### config.mk
export PLATFORM = sky130hd
export DESIGN_NAME = flash_cmd_emu
export DESIGN_NICKNAME = d
export VERILOG_FILES = /design/src/rtl/fce_pkg.sv /design/src/rtl/fce_strobe_filter.sv /design/src/rtl/fce_cmd_fsm.sv /design/src/rtl/fce_array_port.sv /design/src/rtl/flash_cmd_emu.sv
export SDC_FILE = /design/constraint.sdc
export NUM_CORES = 1
export LEC_CHECK = 0
export CAP_MARGIN = 30
export CORE_UTILIZATION = 55
export CTS_BUF_LIST = sky130_fd_sc_hd__clkbuf_2
export DETAILED_ROUTE_END_ITERATION = 8
export GPL_ROUTABILITY_DRIVEN = 1
export PLACE_DENSITY = 0.73
export RECOVER_POWER = 25
export SYNTH_ARGS = -nofsm -noshare
export SYNTH_HDL_FRONTEND = slang
export SYNTH_SLANG_ARGS = --single-unit
### constraint.sdc
create_clock -name clk -period 6.46 [get_ports clk]
set_input_delay 1.938 -clock clk [delete_from_list [all_inputs] [get_ports clk]]
set_output_delay 1.938 -clock clk [all_outputs]
set_load 0.01 [all_outputs]
### src/rtl/fce_pkg.sv
package fce_pkg;

    typedef enum logic [3:0] {
        ST_IDLE,
        ST_UNL1,
        ST_UNL2,
        ST_PRG_WAIT,
        ST_ERS_SET,
        ST_ERS_UNL1,
        ST_ERS_UNL2,
        ST_BUSY_PRG,
        ST_BUSY_ERS
    } seq_state_t;

    typedef enum logic [1:0] {
        OP_WORD,
        OP_SECTOR,
        OP_BLOCK,
        OP_CHIP
    } op_kind_t;

    localparam logic [15:0] KEY_ADDR_A    = 16'h5555;
    localparam logic [15:0] KEY_ADDR_B    = 16'h2AAA;
    localparam logic [7:0]  KEY_DATA_A    = 8'hAA;
    localparam logic [7:0]  KEY_DATA_B    = 8'h55;
    localparam logic [7:0]  CMD_WORD_PROG = 8'hA0;
    localparam logic [7:0]  CMD_ERASE_ARM = 8'h80;
    localparam logic [7:0]  CMD_SECTOR    = 8'h30;
    localparam logic [7:0]  CMD_BLOCK     = 8'h50;
    localparam logic [7:0]  CMD_CHIP      = 8'h10;

endpackage

### src/rtl/fce_strobe_filter.sv
module fce_strobe_filter #(
    parameter int ADDR_W    = 16,
    parameter int DATA_W    = 16,
    parameter int MIN_PULSE = 3
) (
    input  logic              clk,
    input  logic              rst_n,
    input  logic              ce_n,
    input  logic              we_n,
    input  logic              oe_n,
    input  logic [ADDR_W-1:0] addr,
    input  logic [DATA_W-1:0] din,
    output logic              wr_pulse,
    output logic [ADDR_W-1:0] wr_addr,
    output logic [DATA_W-1:0] wr_data
);

    localparam int            CW   = $clog2(MIN_PULSE + 1);
    localparam logic [CW-1:0] CMAX = CW'(MIN_PULSE);

    logic          wr_act;
    logic [CW-1:0] width;

    // a write strobe exists only with chip selected, write low, output high
    assign wr_act = !ce_n && !we_n && oe_n;

    always_ff @(posedge clk) begin
        if (!rst_n) begin
            width    <= '0;
            wr_pulse <= 1'b0;
            wr_addr  <= '0;
            wr_data  <= '0;
        end else if (wr_act) begin
            if (width != CMAX) width <= width + 1'b1;
            wr_addr  <= addr;
            wr_data  <= din;
            wr_pulse <= 1'b0;
        end else begin
            // strobe release: accept only if it was held long enough
            wr_pulse <= (width == CMAX);
            width    <= '0;
        end
    end

    AST_PULSE_AFTER_STROBE: assert property (@(posedge clk) disable iff (!rst_n)
        wr_pulse |-> !$past(wr_act)) else $error("write accepted while strobe active");
    AST_SHORT_IGNORED: assert property (@(posedge clk) disable iff (!rst_n)
        (!wr_act && width != '0 && width != CMAX) |=> !wr_pulse) else $error("short strobe accepted");

endmodule

### src/rtl/fce_cmd_fsm.sv
module fce_cmd_fsm
    import fce_pkg::*;
#(
    parameter int ADDR_W     = 16,
    parameter int DATA_W     = 16,
    parameter int IDX_W      = 4,
    parameter int PRG_CYCLES = 20,
    parameter int ERS_CYCLES = 40
) (
    input  logic              clk,
    input  logic              rst_n,
    input  logic              wr_pulse,
    input  logic [ADDR_W-1:0] wr_addr,
    input  logic [DATA_W-1:0] wr_data,
    output logic              busy,
    output logic              busy_prg,
    output logic              commit,
    output op_kind_t          op_kind,
    output logic [IDX_W-1:0]  op_idx,
    output logic [DATA_W-1:0] op_data
);

    localparam int MAXC  = (PRG_CYCLES > ERS_CYCLES) ? PRG_CYCLES : ERS_CYCLES;
    localparam int CNT_W = $clog2(MAXC + 1);

    seq_state_t        state, nxt;
    op_kind_t          ers_kind;
    logic              start_prg, start_ers;
    logic              hit_a, hit_b;
    logic [7:0]        cmd;
    logic [CNT_W-1:0]  cnt;

    assign hit_a = (wr_addr[15:0] == KEY_ADDR_A);
    assign hit_b = (wr_addr[15:0] == KEY_ADDR_B);
    assign cmd   = wr_data[7:0];

    always_comb begin
        nxt       = state;
        ers_kind  = OP_SECTOR;
        start_prg = 1'b0;
        start_ers = 1'b0;
        unique case (state)
            ST_IDLE:     if (wr_pulse && hit_a && cmd == KEY_DATA_A) nxt = ST_UNL1;
            ST_UNL1:     if (wr_pulse) nxt = (hit_b && cmd == KEY_DATA_B) ? ST_UNL2 : ST_IDLE;
            ST_UNL2: begin
                if (wr_pulse) begin
                    if (hit_a && cmd == CMD_WORD_PROG)      nxt = ST_PRG_WAIT;
                    else if (hit_a && cmd == CMD_ERASE_ARM) nxt = ST_ERS_SET;
                    else                                    nxt = ST_IDLE;
                end
            end
            ST_PRG_WAIT: begin
                if (wr_pulse) begin
                    nxt       = ST_BUSY_PRG;
                    start_prg = 1'b1;
                end
            end
            ST_ERS_SET:  if (wr_pulse) nxt = (hit_a && cmd == KEY_DATA_A) ? ST_ERS_UNL1 : ST_IDLE;
            ST_ERS_UNL1: if (wr_pulse) nxt = (hit_b && cmd == KEY_DATA_B) ? ST_ERS_UNL2 : ST_IDLE;
            ST_ERS_UNL2: begin
                if (wr_pulse) begin
                    nxt       = ST_BUSY_ERS;
                    start_ers = 1'b1;
                    if (cmd == CMD_SECTOR)              ers_kind = OP_SECTOR;
                    else if (cmd == CMD_BLOCK)          ers_kind = OP_BLOCK;
                    else if (cmd == CMD_CHIP && hit_a)  ers_kind = OP_CHIP;
                    else begin
                        nxt       = ST_IDLE;
                        start_ers = 1'b0;
                    end
                end
            end
            ST_BUSY_PRG, ST_BUSY_ERS: if (cnt == '0) nxt = ST_IDLE;
            default:     nxt = ST_IDLE;
        endcase
    end

    // state register
    always_ff @(posedge clk) begin
        if (!rst_n) state <= ST_IDLE;
        else        state <= nxt;
    end

    // operation registers and busy counter
    always_ff @(posedge clk) begin
        if (!rst_n) begin
            cnt     <= '0;
            op_kind <= OP_WORD;
            op_idx  <= '0;
            op_data <= '0;
        end else if (start_prg) begin
            cnt     <= CNT_W'(PRG_CYCLES - 1);
            op_kind <= OP_WORD;
            op_idx  <= wr_addr[IDX_W-1:0];
            op_data <= wr_data;
        end else if (start_ers) begin
            cnt     <= CNT_W'(ERS_CYCLES - 1);
            op_kind <= ers_kind;
            op_idx  <= wr_addr[IDX_W-1:0];
        end else if (busy && cnt != '0) begin
            cnt     <= cnt - 1'b1;
        end
    end

    assign busy     = (state == ST_BUSY_PRG) || (state == ST_BUSY_ERS);
    assign busy_prg = (state == ST_BUSY_PRG);
    assign commit   = busy && (cnt == '0);

    AST_PRG_ENTRY: assert property (@(posedge clk) disable iff (!rst_n)
        $rose(state == ST_BUSY_PRG) |-> $past(state) == ST_PRG_WAIT) else $error("program without sequence");
    AST_ERS_ENTRY: assert property (@(posedge clk) disable iff (!rst_n)
        $rose(state == ST_BUSY_ERS) |-> $past(state) == ST_ERS_UNL2) else $error("erase without sequence");
    AST_ABORT_UNL1: assert property (@(posedge clk) disable iff (!rst_n)
        (state == ST_UNL1 && wr_pulse && wr_addr[15:0] != KEY_ADDR_B) |=> state == ST_IDLE) else $error("bad unlock kept");
    AST_BUSY_HOLDS: assert property (@(posedge clk) disable iff (!rst_n)
        (busy && cnt != '0) |=> busy) else $error("busy left early");
    AST_BUSY_ENDS: assert property (@(posedge clk) disable iff (!rst_n)
        commit |=> state == ST_IDLE) else $error("busy did not end");

endmodule

### src/rtl/fce_array_port.sv
module fce_array_port
    import fce_pkg::*;
#(
    parameter int DATA_W    = 16,
    parameter int WORDS     = 16,
    parameter int SEC_WORDS = 4,
    parameter int BLK_WORDS = 8
) (
    input  logic                       clk,
    input  logic                       rst_n,
    input  logic                       commit,
    input  op_kind_t                   op_kind,
    input  logic [$clog2(WORDS)-1:0]   op_idx,
    input  logic [DATA_W-1:0]          op_data,
    input  logic                       busy,
    input  logic                       busy_prg,
    input  logic                       ce_n,
    input  logic                       we_n,
    input  logic                       oe_n,
    input  logic [$clog2(WORDS)-1:0]   rd_idx,
    output logic [DATA_W-1:0]          dout
);

    localparam int IDX_W   = $clog2(WORDS);
    localparam int SEC_LOG = $clog2(SEC_WORDS);
    localparam int BLK_LOG = $clog2(BLK_WORDS);

    logic [DATA_W-1:0] mem [WORDS];
    logic [WORDS-1:0]  hit;
    logic [DATA_W-1:0] status;
    logic              rd_act, rd_prev, toggle;

    for (genvar i = 0; i < WORDS; i++) begin : g_hit
        localparam logic [IDX_W-1:0] WI = IDX_W'(i);
        assign hit[i] = (op_kind == OP_CHIP)
                     || (op_kind == OP_WORD   && op_idx == WI)
                     || (op_kind == OP_SECTOR && (op_idx >> SEC_LOG) == (WI >> SEC_LOG))
                     || (op_kind == OP_BLOCK  && (op_idx >> BLK_LOG) == (WI >> BLK_LOG));
    end

    always_ff @(posedge clk) begin
        if (!rst_n) begin
            for (int k = 0; k < WORDS; k++) mem[k] <= '1;
        end else if (commit) begin
            for (int k = 0; k < WORDS; k++)
                if (hit[k]) mem[k] <= (op_kind == OP_WORD) ? (mem[k] & op_data) : '1;
        end
    end

    assign rd_act = !ce_n && !oe_n && we_n;

    always_ff @(posedge clk) begin
        if (!rst_n) begin
            rd_prev <= 1'b0;
            toggle  <= 1'b0;
        end else begin
            rd_prev <= rd_act;
            if (busy && rd_act && !rd_prev) toggle <= !toggle;
        end
    end

    always_comb begin
        status    = '0;
        status[7] = busy_prg ? !op_data[7] : 1'b0;
        status[6] = toggle;
    end

    assign dout = !rd_act ? '0 : (busy ? status : mem[rd_idx]);

    AST_TOGGLE_FROZEN: assert property (@(posedge clk) disable iff (!rst_n)
        !busy |=> $stable(toggle)) else $error("toggle moved while idle");
    AST_CHIP_CLEARS: assert property (@(posedge clk) disable iff (!rst_n)
        (commit && op_kind == OP_CHIP) |=> mem[0] == '1) else $error("chip erase left data");

endmodule

### src/rtl/flash_cmd_emu.sv
module flash_cmd_emu
    import fce_pkg::*;
#(
    parameter int ADDR_W     = 16,
    parameter int DATA_W     = 16,
    parameter int WORDS      = 16,
    parameter int SEC_WORDS  = 4,
    parameter int BLK_WORDS  = 8,
    parameter int PRG_CYCLES = 20,
    parameter int ERS_CYCLES = 40,
    parameter int MIN_PULSE  = 3
) (
    input  logic              clk,
    input  logic              rst_n,
    input  logic              ce_n,
    input  logic              we_n,
    input  logic              oe_n,
    input  logic [ADDR_W-1:0] addr,
    input  logic [DATA_W-1:0] din,
    output logic [DATA_W-1:0] dout
);

    localparam int IDX_W = $clog2(WORDS);

    logic              wr_pulse;
    logic [ADDR_W-1:0] wr_addr;
    logic [DATA_W-1:0] wr_data;
    logic              busy, busy_prg, commit;
    op_kind_t          op_kind;
    logic [IDX_W-1:0]  op_idx;
    logic [DATA_W-1:0] op_data;

    fce_strobe_filter #(
        .ADDR_W(ADDR_W), .DATA_W(DATA_W), .MIN_PULSE(MIN_PULSE)
    ) u_filter (
        .clk(clk), .rst_n(rst_n), .ce_n(ce_n), .we_n(we_n), .oe_n(oe_n),
        .addr(addr), .din(din),
        .wr_pulse(wr_pulse), .wr_addr(wr_addr), .wr_data(wr_data)
    );

    fce_cmd_fsm #(
        .ADDR_W(ADDR_W), .DATA_W(DATA_W), .IDX_W(IDX_W),
        .PRG_CYCLES(PRG_CYCLES), .ERS_CYCLES(ERS_CYCLES)
    ) u_fsm (
        .clk(clk), .rst_n(rst_n),
        .wr_pulse(wr_pulse), .wr_addr(wr_addr), .wr_data(wr_data),
        .busy(busy), .busy_prg(busy_prg), .commit(commit),
        .op_kind(op_kind), .op_idx(op_idx), .op_data(op_data)
    );

    fce_array_port #(
        .DATA_W(DATA_W), .WORDS(WORDS), .SEC_WORDS(SEC_WORDS), .BLK_WORDS(BLK_WORDS)
    ) u_array (
        .clk(clk), .rst_n(rst_n), .commit(commit),
        .op_kind(op_kind), .op_idx(op_idx), .op_data(op_data),
        .busy(busy), .busy_prg(busy_prg),
        .ce_n(ce_n), .we_n(we_n), .oe_n(oe_n),
        .rd_idx(addr[IDX_W-1:0]), .dout(dout)
    );

endmodule

==> results.txt, run 1 <==
* Min Hold Slack: 0.457 ns
* Detailed Routing Iterations Pass 1: 6
* Sequential cell area: 9070 um2
* Routed wire length: 37700 um
- Summed over all nets, the switching power comes to 0.974 mW.
* Crit share post-route: 0.954
* Post-synthesis net count: 1278
* Endpoint class of the critical path: primary output
- The detail route stage leaves a number of antenna-violating nets equal to 0.
- Final global-route overflow total: 0
* Measured slew at the worst slew-check pin: 2.38 ns
- Timing would allow up to 0.162 GHz.
* Post-CTS repair timing setup buffer count: 0
- Along the worst path, the maximum fanout reaches 7.
- Setup Crit Path Kind: input pin to primary output
* Library cell with the largest summed area after synthesis: sky130_fd_sc_hd__edfxtp_1
- Boundary pin count: 53
- Across the run, the number of max-cap violations was 2.
* Most used DFF post-synth: sky130_fd_sc_hd__edfxtp_1
- The worst hold path was traced through 2 stages.
- WL/cell: 22.0 um
- Summed over all cells, the static leakage comes to 5.23 nW.
- Maximum count of clock buffers along a single path: 3
- In the global route stage, overall resource usage came out at 0.281.
- In this run the critical register-to-register path is launched from u_fsm.op_kind[1].
* Count of cells resized by post-cts repair: 0
- Post-synthesis async set-or-reset flop share: 0
- CTS HTree Levels: 3
- The clock net in this run drives a total of 325 sinks.
- Cell at the root of the clock tree: sky130_fd_sc_hd__clkbuf_2
- Via count of the first global-routing pass: 10600
- Summing internal, switching and leakage power gives 3.91 mW.
- Chip Height: 167 um
* Type of element launching the critical path: input pin
- Power density cells: 236 nW/um2
- The commonest cells after synthesis are sky130_fd_sc_hd__nand2_1 (433), sky130_fd_sc_hd__edfxtp_1 (256), sky130_fd_sc_hd__mux4_2 (78).
- In this run the horizontal extent of the chip is 167 um.
- Final HPWL from detailed placement: 23300 um
- The multi-input combinational cells in the finished layout cover a total of 5500 um2.
* First-pass GRT wire length: 59200 um
- Of the post-synthesis cell area, the dominant cell type holds 0.514.
- Adding up every negative setup slack in the final design gives 0 ns.
- Worst hold path class: register to register
- The count of buffers added on input and output ports is 52.
* Reg2Reg Depth: 6
* EDFF count, synth: 256
* RSZ-0062 raised after global routing: no
- From synthesis to final layout, the design area changed by 10.9%.
* Hold Crit Start: u_filter.wr_data[0]
* Headroom to the max-slew limit: -0.589
- Reg2Reg Setup Slack: 2.40 ns
* Sequential cell area fraction in the yosys report: 0.606
- The number of antenna violations at the first check in global routing came to 2.
- The number of hold buffers added after CTS was 0.
- Setup violators final: 0
- For this run, design rule violations remaining after detail routing come to 0.
- Site row count: 60
- The worst hold path terminates at u_fsm.op_data[0].
- For this run, the number of Yosys warnings is 0.
- Maximum VDD drop: 0.134 mV
* Filler cell count: 2131
- Final min period: 6.16 ns
- Post-synthesis cell count: 1239
- The mapped netlist covers 15000 um2.
* Syn Area/Cell: 12.1 um2
- Share of total power consumed by net switching: 0.249
* Core ar.: 26800 um2
- Top cells by area in the synthesized netlist: sky130_fd_sc_hd__edfxtp_1 (51%), sky130_fd_sc_hd__mux4_2 (12%), sky130_fd_sc_hd__nand2_1 (11%)
* Clk pin slew, worst setup/hold paths: 0.11 ns
- Hold violation count in the final report: 0
- Clock latency on the worst-skew pair: 0.88 ns
* Proportion of layout cells with a drive suffix above 1: 0.198
* Clock buffers created by TritonCTS: 82
- The total count of max-transition violations in the final report came to 100.
- Internal Power: 2.94 mW
- At the end of the flow the core is filled with cells to 0.619.
* Maximum number of pins on one net before global-route repair: 57
- Terminus of the critical flop-to-flop path: u_array.mem[0][0]
- Of the total power, registers draw 0.593.
* Outcome: finished with violations
- Critical path data required time: 4.52 ns
* Avg Vias per Cell: 6.01
- Final setup skew: 0.101 ns
- The routed layout has 10300 vias.
- Effective utilization at floorplan: 0.558
- Count of nets after finishing: 1349
* Violated checks: capacitance limit, slew limit
* Gate power share: 0.062
- Post-synthesis register bit count: 325
* CTS tree: yes
- Leading cell type by number of instances after synthesis: sky130_fd_sc_hd__nand2_1
- CP Data Arrival Time: 4.22 ns
* Number of distinct standard cells referenced by the synthesized netlist: 55
- Clock Power Share: 0.345
- The congestion estimate from routability-driven global placement came to 0.840.
- Die ar.: 27900 um2
* DRC marker count from the first detailed-route iteration: 1010
## critical path: stages
cell and delay, ns:
sky130_fd_sc_hd__clkdlybuf4s50_1 0.77, sky130_fd_sc_hd__buf_4 0.27, sky130_fd_sc_hd__mux2_2 0.34, sky130_fd_sc_hd__o21ai_0 0.25, sky130_fd_sc_hd__o21ai_0 0.16, sky130_fd_sc_hd__clkdlybuf4s50_1 0.50
## power by group through the flow
| stage | combinational, mW | sequential (mW) | clock, mW |
|---|---|---|---|
| after floorplan | 0.137 | 2.36 | 0 |
| after CTS | 0.242 | 2.32 | 1.38 |
| after global placement | 0.236 | 2.36 | 0 |
| after detailed placement | 0.242 | 2.36 | 0 |
| after global routing | 0.257 | 2.32 | 1.47 |
| final | 0.242 | 2.32 | 1.35 |
## state kept, by name, summed over array words and instances (netlist names)
signal,flops
u_fsm.op_data,16
u_array.toggle,1
u_filter.width,2
u_fsm.op_idx,4
u_filter.wr_pulse,1
u_filter.wr_addr,16
u_fsm.state,4
u_array.mem,256
u_fsm.cnt,6
u_fsm.op_kind,2
u_array.rd_prev,1
u_filter.wr_data,16
## metrics by stage
stage	instances	setup WS [ns]	cell area, um2
after floorplan	1239	0.410	15000
after global placement	1562	0.266	15800
after detailed placement	1566	0.284	15900
after CTS	1711	0.271	16600
after global routing	1714	0.189	16600
final	1714	0.298	16600
## placed cells by master, fill, tap and decap left out, types with 4 or more instances in the layout
cell | Yosys | final
sky130_fd_sc_hd__a21oi_1 | 9 | 9
sky130_fd_sc_hd__mux4_2 | 78 | 78
sky130_fd_sc_hd__a22o_1 | 32 | 32
sky130_fd_sc_hd__o21ai_0 | 30 | 19
sky130_fd_sc_hd__clkbuf_1 | 72 | 6
sky130_fd_sc_hd__nor3_1 | 7 | 7
sky130_fd_sc_hd__clkinv_1 | 0 | 9
sky130_fd_sc_hd__a21o_1 | 64 | 64
sky130_fd_sc_hd__clkbuf_2 | 2 | 135
sky130_fd_sc_hd__clkdlybuf4s50_1 | 0 | 49
sky130_fd_sc_hd__nor2_1 | 26 | 23
sky130_fd_sc_hd__edfxtp_1 | 256 | 256
sky130_fd_sc_hd__and2_1 | 7 | 5
sky130_fd_sc_hd__a21boi_0 | 19 | 19
sky130_fd_sc_hd__o21ai_2 | 0 | 7
sky130_fd_sc_hd__inv_1 | 9 | 9
sky130_fd_sc_hd__nand4_1 | 11 | 11
sky130_fd_sc_hd__and3_1 | 20 | 20
sky130_fd_sc_hd__nand2_1 | 433 | 433
sky130_fd_sc_hd__nand3_1 | 4 | 4
sky130_fd_sc_hd__nor4bb_1 | 7 | 7
sky130_fd_sc_hd__buf_4 | 0 | 23
sky130_fd_sc_hd__dfxtp_1 | 69 | 69
sky130_fd_sc_hd__xnor2_1 | 4 | 4
sky130_fd_sc_hd__nor4b_1 | 4 | 4
sky130_fd_sc_hd__nor2b_1 | 4 | 4
## layout make-up
class,count,share of cell area
Timing Repair Buffer,87,0.0508
Multi-Input combinational cell,805,0.331
Clock buffer,135,0.0407
Inverter,9,0.00204
Tap cell,341,0.0257
Clock inverter,10,0.00226
Sequential cell,325,0.547
Antenna cell,2,0.000302
## how the worst max path moves through the flow
stage | to | slack (ns) | cells past startpoint | startpoint
finish | dout[6] | 0.30 | 6 | addr[3]
global route | dout[7] | 0.19 | 7 | addr[3]
CTS | dout[6] | 0.27 | 6 | addr[3]
detailed placement | dout[6] | 0.28 | 6 | addr[3]
global placement | dout[6] | 0.27 | 6 | addr[3]
floorplan | dout[0] | 0.41 | 5 | addr[0]
## kinds of logic (layout without fill, tap and decap cells)
group | after synthesis | after routing | share of synthesized area
and+or+nand+nor | 545 | 545 | 0.156
DFF | 325 | 325 | 0.606
AOI/OAI and AO/OA | 170 | 170 | 0.0823
buffers and inverters | 109 | 241 | 0.0307
muxes | 82 | 82 | 0.120
xor gates and xnor gates | 6 | 6 | 0.00351
adders and majority gates | 2 | 2 | 0.00167
other | 0 | 2 | 0
## per-layer routing
layer | up-vias | wire length [um] | global-route usage
met5 | - | 0 | 0
met4 | 0 | 1100 | 0.121
met3 | 88 | 3380 | 0.0544
met2 | 498 | 18100 | 0.450
met1 | 5045 | 15100 | 0.376
li1 | 4670 | - | -
No activity file was read; power rests on OpenSTA's default activity.
==> inputs of run 2 (changes only) <==
--- a/config.mk
+++ b/config.mk
@@ -6,11 +6,11 @@
 export NUM_CORES = 1
 export LEC_CHECK = 0
 export CAP_MARGIN = 30
-export CORE_UTILIZATION = 55
+export CORE_UTILIZATION = 47
 export CTS_BUF_LIST = sky130_fd_sc_hd__clkbuf_2
 export DETAILED_ROUTE_END_ITERATION = 8
+export DONT_BUFFER_PORTS = 1
 export GPL_ROUTABILITY_DRIVEN = 1
-export PLACE_DENSITY = 0.73
 export RECOVER_POWER = 25
 export SYNTH_ARGS = -nofsm -noshare
 export SYNTH_HDL_FRONTEND = slang
==> results.txt, run 2 (same netlist as run 1, synthesis figures left out) <==
- Outcome: finished with violations
- The final reports fail on capacitance limit, slew limit.
- Final min period: 5.32 ns (-0.846 ns)
* Effective utilization at floorplan: 0.483 (-0.0755)
- The area enclosed by the die boundary was 32600 um2 (+17%).
- The leakage power of the design came to 5.01 nW (-4.0%).
- The cell count of the worst reg-to-reg path came to 5 (-1).
- Tot GR Track Use: 0.256 (-0.0253)
- The count of vias placed by the detailed router is 10200 (-1.1%).
* Final setup TNS: 0 ns (unchanged)
- Filler cell count: 2721 (+28%)
* Boundary pin count: 53 (unchanged)
- Among all stages on the critical path, the largest delay is contributed by sky130_fd_sc_hd__clkbuf_1.
- Antenna viol nets, final: 0 (unchanged)
* Power density cells: 241 nW/um2 (+2.3%)
- CTS tree: yes
* Count of nets after finishing: 1292 (-4.2%)
- Layout overhead on the synthesized area: 8.47%
- Core ar.: 31000 um2 (+16%)
* Headroom to the max-slew limit: -1.30 (-0.709)
- Largest register FFs: 256 (unchanged)
- The number of input and output port buffers inserted came to 0 (-100%).
- CP Data Arrival Time: 5.81 ns (+1.59 ns)
- The top cell types in the final layout, fill and taps aside, are sky130_fd_sc_hd__nand2_1 (433), sky130_fd_sc_hd__edfxtp_1 (256), sky130_fd_sc_hd__clkbuf_2 (120), sky130_fd_sc_hd__mux4_2 (78), sky130_fd_sc_hd__dfxtp_1 (69).
- CTS HTree Levels: 3 (unchanged)
- Chip Height: 180 um (+8.1%)
* Worst hold path class: register to register
- The depth of the worst hold-timing path came to 2 (unchanged).
* Final global-route overflow total: 0 (unchanged)
- Setup Crit Path Kind: input pin to register
- The minimum setup slack in the final design was 1.14 ns (+0.846 ns).
- The setup violation total in the final timing report was 0 (unchanged).
- Routed wire length: 40400 um (+7.0%)
- The maximum number of pins on one net before global-route repair was 73 (+28%).
* Max FO, Critical Path: 72 (+65)
- DRC errors left: 0 (unchanged)
- The first-pass GRT wire length is 62100 um (+4.9%).
* Pre-CTS WS: 1.25 ns (+0.966 ns)
- The TritonCTS sink count is 325 (unchanged).
- The clock-pin slew on the worst setup and hold paths is 0.11 ns (about the same).
- The number of global-route vias before repair is 10200 (-3.6%).
- WL/cell: 23.6 um (+7.0%)
* Initial antenna violation count: 1 (-1)
- The worst register-to-register path begins at u_fsm.op_kind[1].
- The maximum buffer depth of the clock tree is 3 (unchanged).
* Max-slew violation count: 73 (-27%)
- The setup fix buffers added after clock tree synthesis was 0 (unchanged).
- The number of gates given a new drive strength after cts came to 0 (unchanged).
- The row count is 64 (+6.7%).
* Maximum VDD drop: 0.118 mV (-12%)
* RSZ-0062 raised after global routing: no
- Hold violation count in the final report: 0 (unchanged)
- For hold timing, the worst endpoint is u_fsm.op_data[14].
- Reg2Reg Setup Slack: 1.53 ns (-0.87 ns)
* Crit share post-route: 0.823 (-0.131)
* Total chip power: 3.92 mW (+0.14%)
- The worst path required time was 6.96 ns (+2.44 ns).
- The clock buffer count from CTS is 84 (+2.4%).
- The worst-case clock skew is 0.0893 ns (-0.0113 ns).
- Hold Crit Start: u_filter.wr_data[14]
- Detailed Routing Iterations Pass 1: 5 (-1)
- Leaving out fill and tap cells, the most frequent cell in the layout is sky130_fd_sc_hd__nand2_1.
- CTS hold repair buffers: 0 (unchanged)
* Max cap viols: 1 (-1)
- DRC marker count from the first detailed-route iteration: 1140 (+13%)
- Most numerous cell on the critical path: sky130_fd_sc_hd__clkbuf_1
- The ratio of cells with drive above 1 in the final layout came to 0.202 (+0.00446).
* Area of combinational cells with multiple inputs: 5550 um2 (+0.91%)
* Die outline width: 180 um (+8.1%)
- The register cell area after layout was 9070 um2 (unchanged).
- CTS placed an instance of sky130_fd_sc_hd__clkbuf_2 at the clock tree root.
* Type of element launching the critical path: input pin
- Measured slew at the worst slew-check pin: 3.45 ns (+1.06 ns)
* Min Hold Slack: 0.415 ns (-0.0420 ns)
- Routability-driven placement congestion ratio: 0.785 (-6.6%)
- Cell chain of the critical path: and2_0 -> clkbuf_1 -> clkbuf_1 -> nand2_1
* Maximum frequency from static timing analysis: 0.188 GHz (+16%)
* Clock latency on the worst-skew pair: 0.94 ns (+0.06 ns)
- Largest register by flop count: u_array.mem
- The critical path's largest stage delay was 2.51 ns (+1.74 ns).
- The via density per instance is 5.95 (-1.0%).
- Endpoint class of the critical path: register
* Final HPWL from detailed placement: 24500 um (+5.1%)
- The worst register-to-register path ends at u_array.mem[13][9].
[run 2: how the worst max path moves through the flow]
stage / startpoint / end
after global placement: oe_n / dout[6]
after detailed placement: oe_n / dout[6]
after floorplan: addr[0] / dout[0]
final: rst_n / u_array.mem[13][9]
after global routing: rst_n / u_array.mem[15][12]
after CTS: oe_n / dout[6]
[run 2: final cells by class]
cell class,instances,area share
inverters,9,0.00208
multi-input cells,805,0.342
well taps,396,0.0305
clock buffers,120,0.0370
flip-flops and latches,325,0.559
repair buffers,28,0.0202
diodes,1,0.000154
clock inverters,29,0.00948
[run 2: routing by layer]
metal | track usage | wire length [um] | share of wire | vias up
li1 | - | - | - | 4561
met1 | 0.348 | 17000 | 0.42 | 5126
met2 | 0.403 | 19300 | 0.48 | 427
met3 | 0.0536 | 3130 | 0.077 | 73
met4 | 0.101 | 952 | 0.024 | 0
met5 | 0 | 0 | 0 | -
[run 2: critical path, delay by kind of cell]
| family | cells | cell delay (ns) |
|---|---|---|
| simple gates | 2 | 0.40 |
| buf+inv | 2 | 3.43 |
[run 2: where the power goes]
group,internal [mW],total (mW),switching [mW]
Clock,0.543,1.41,0.872
Sequential,2.29,2.32,0.0258
Combinational,0.0816,0.181,0.0998
[run 2: metrics by stage]
step	cells	area, um2	util
6_report	1713	16200	0.524
3_3_place_gp	1550	15300	0.493
4_1_cts	1711	16300	0.525
5_1_grt	1713	16200	0.524
2_1_floorplan	1239	15000	-
3_5_place_dp	1562	15500	0.500
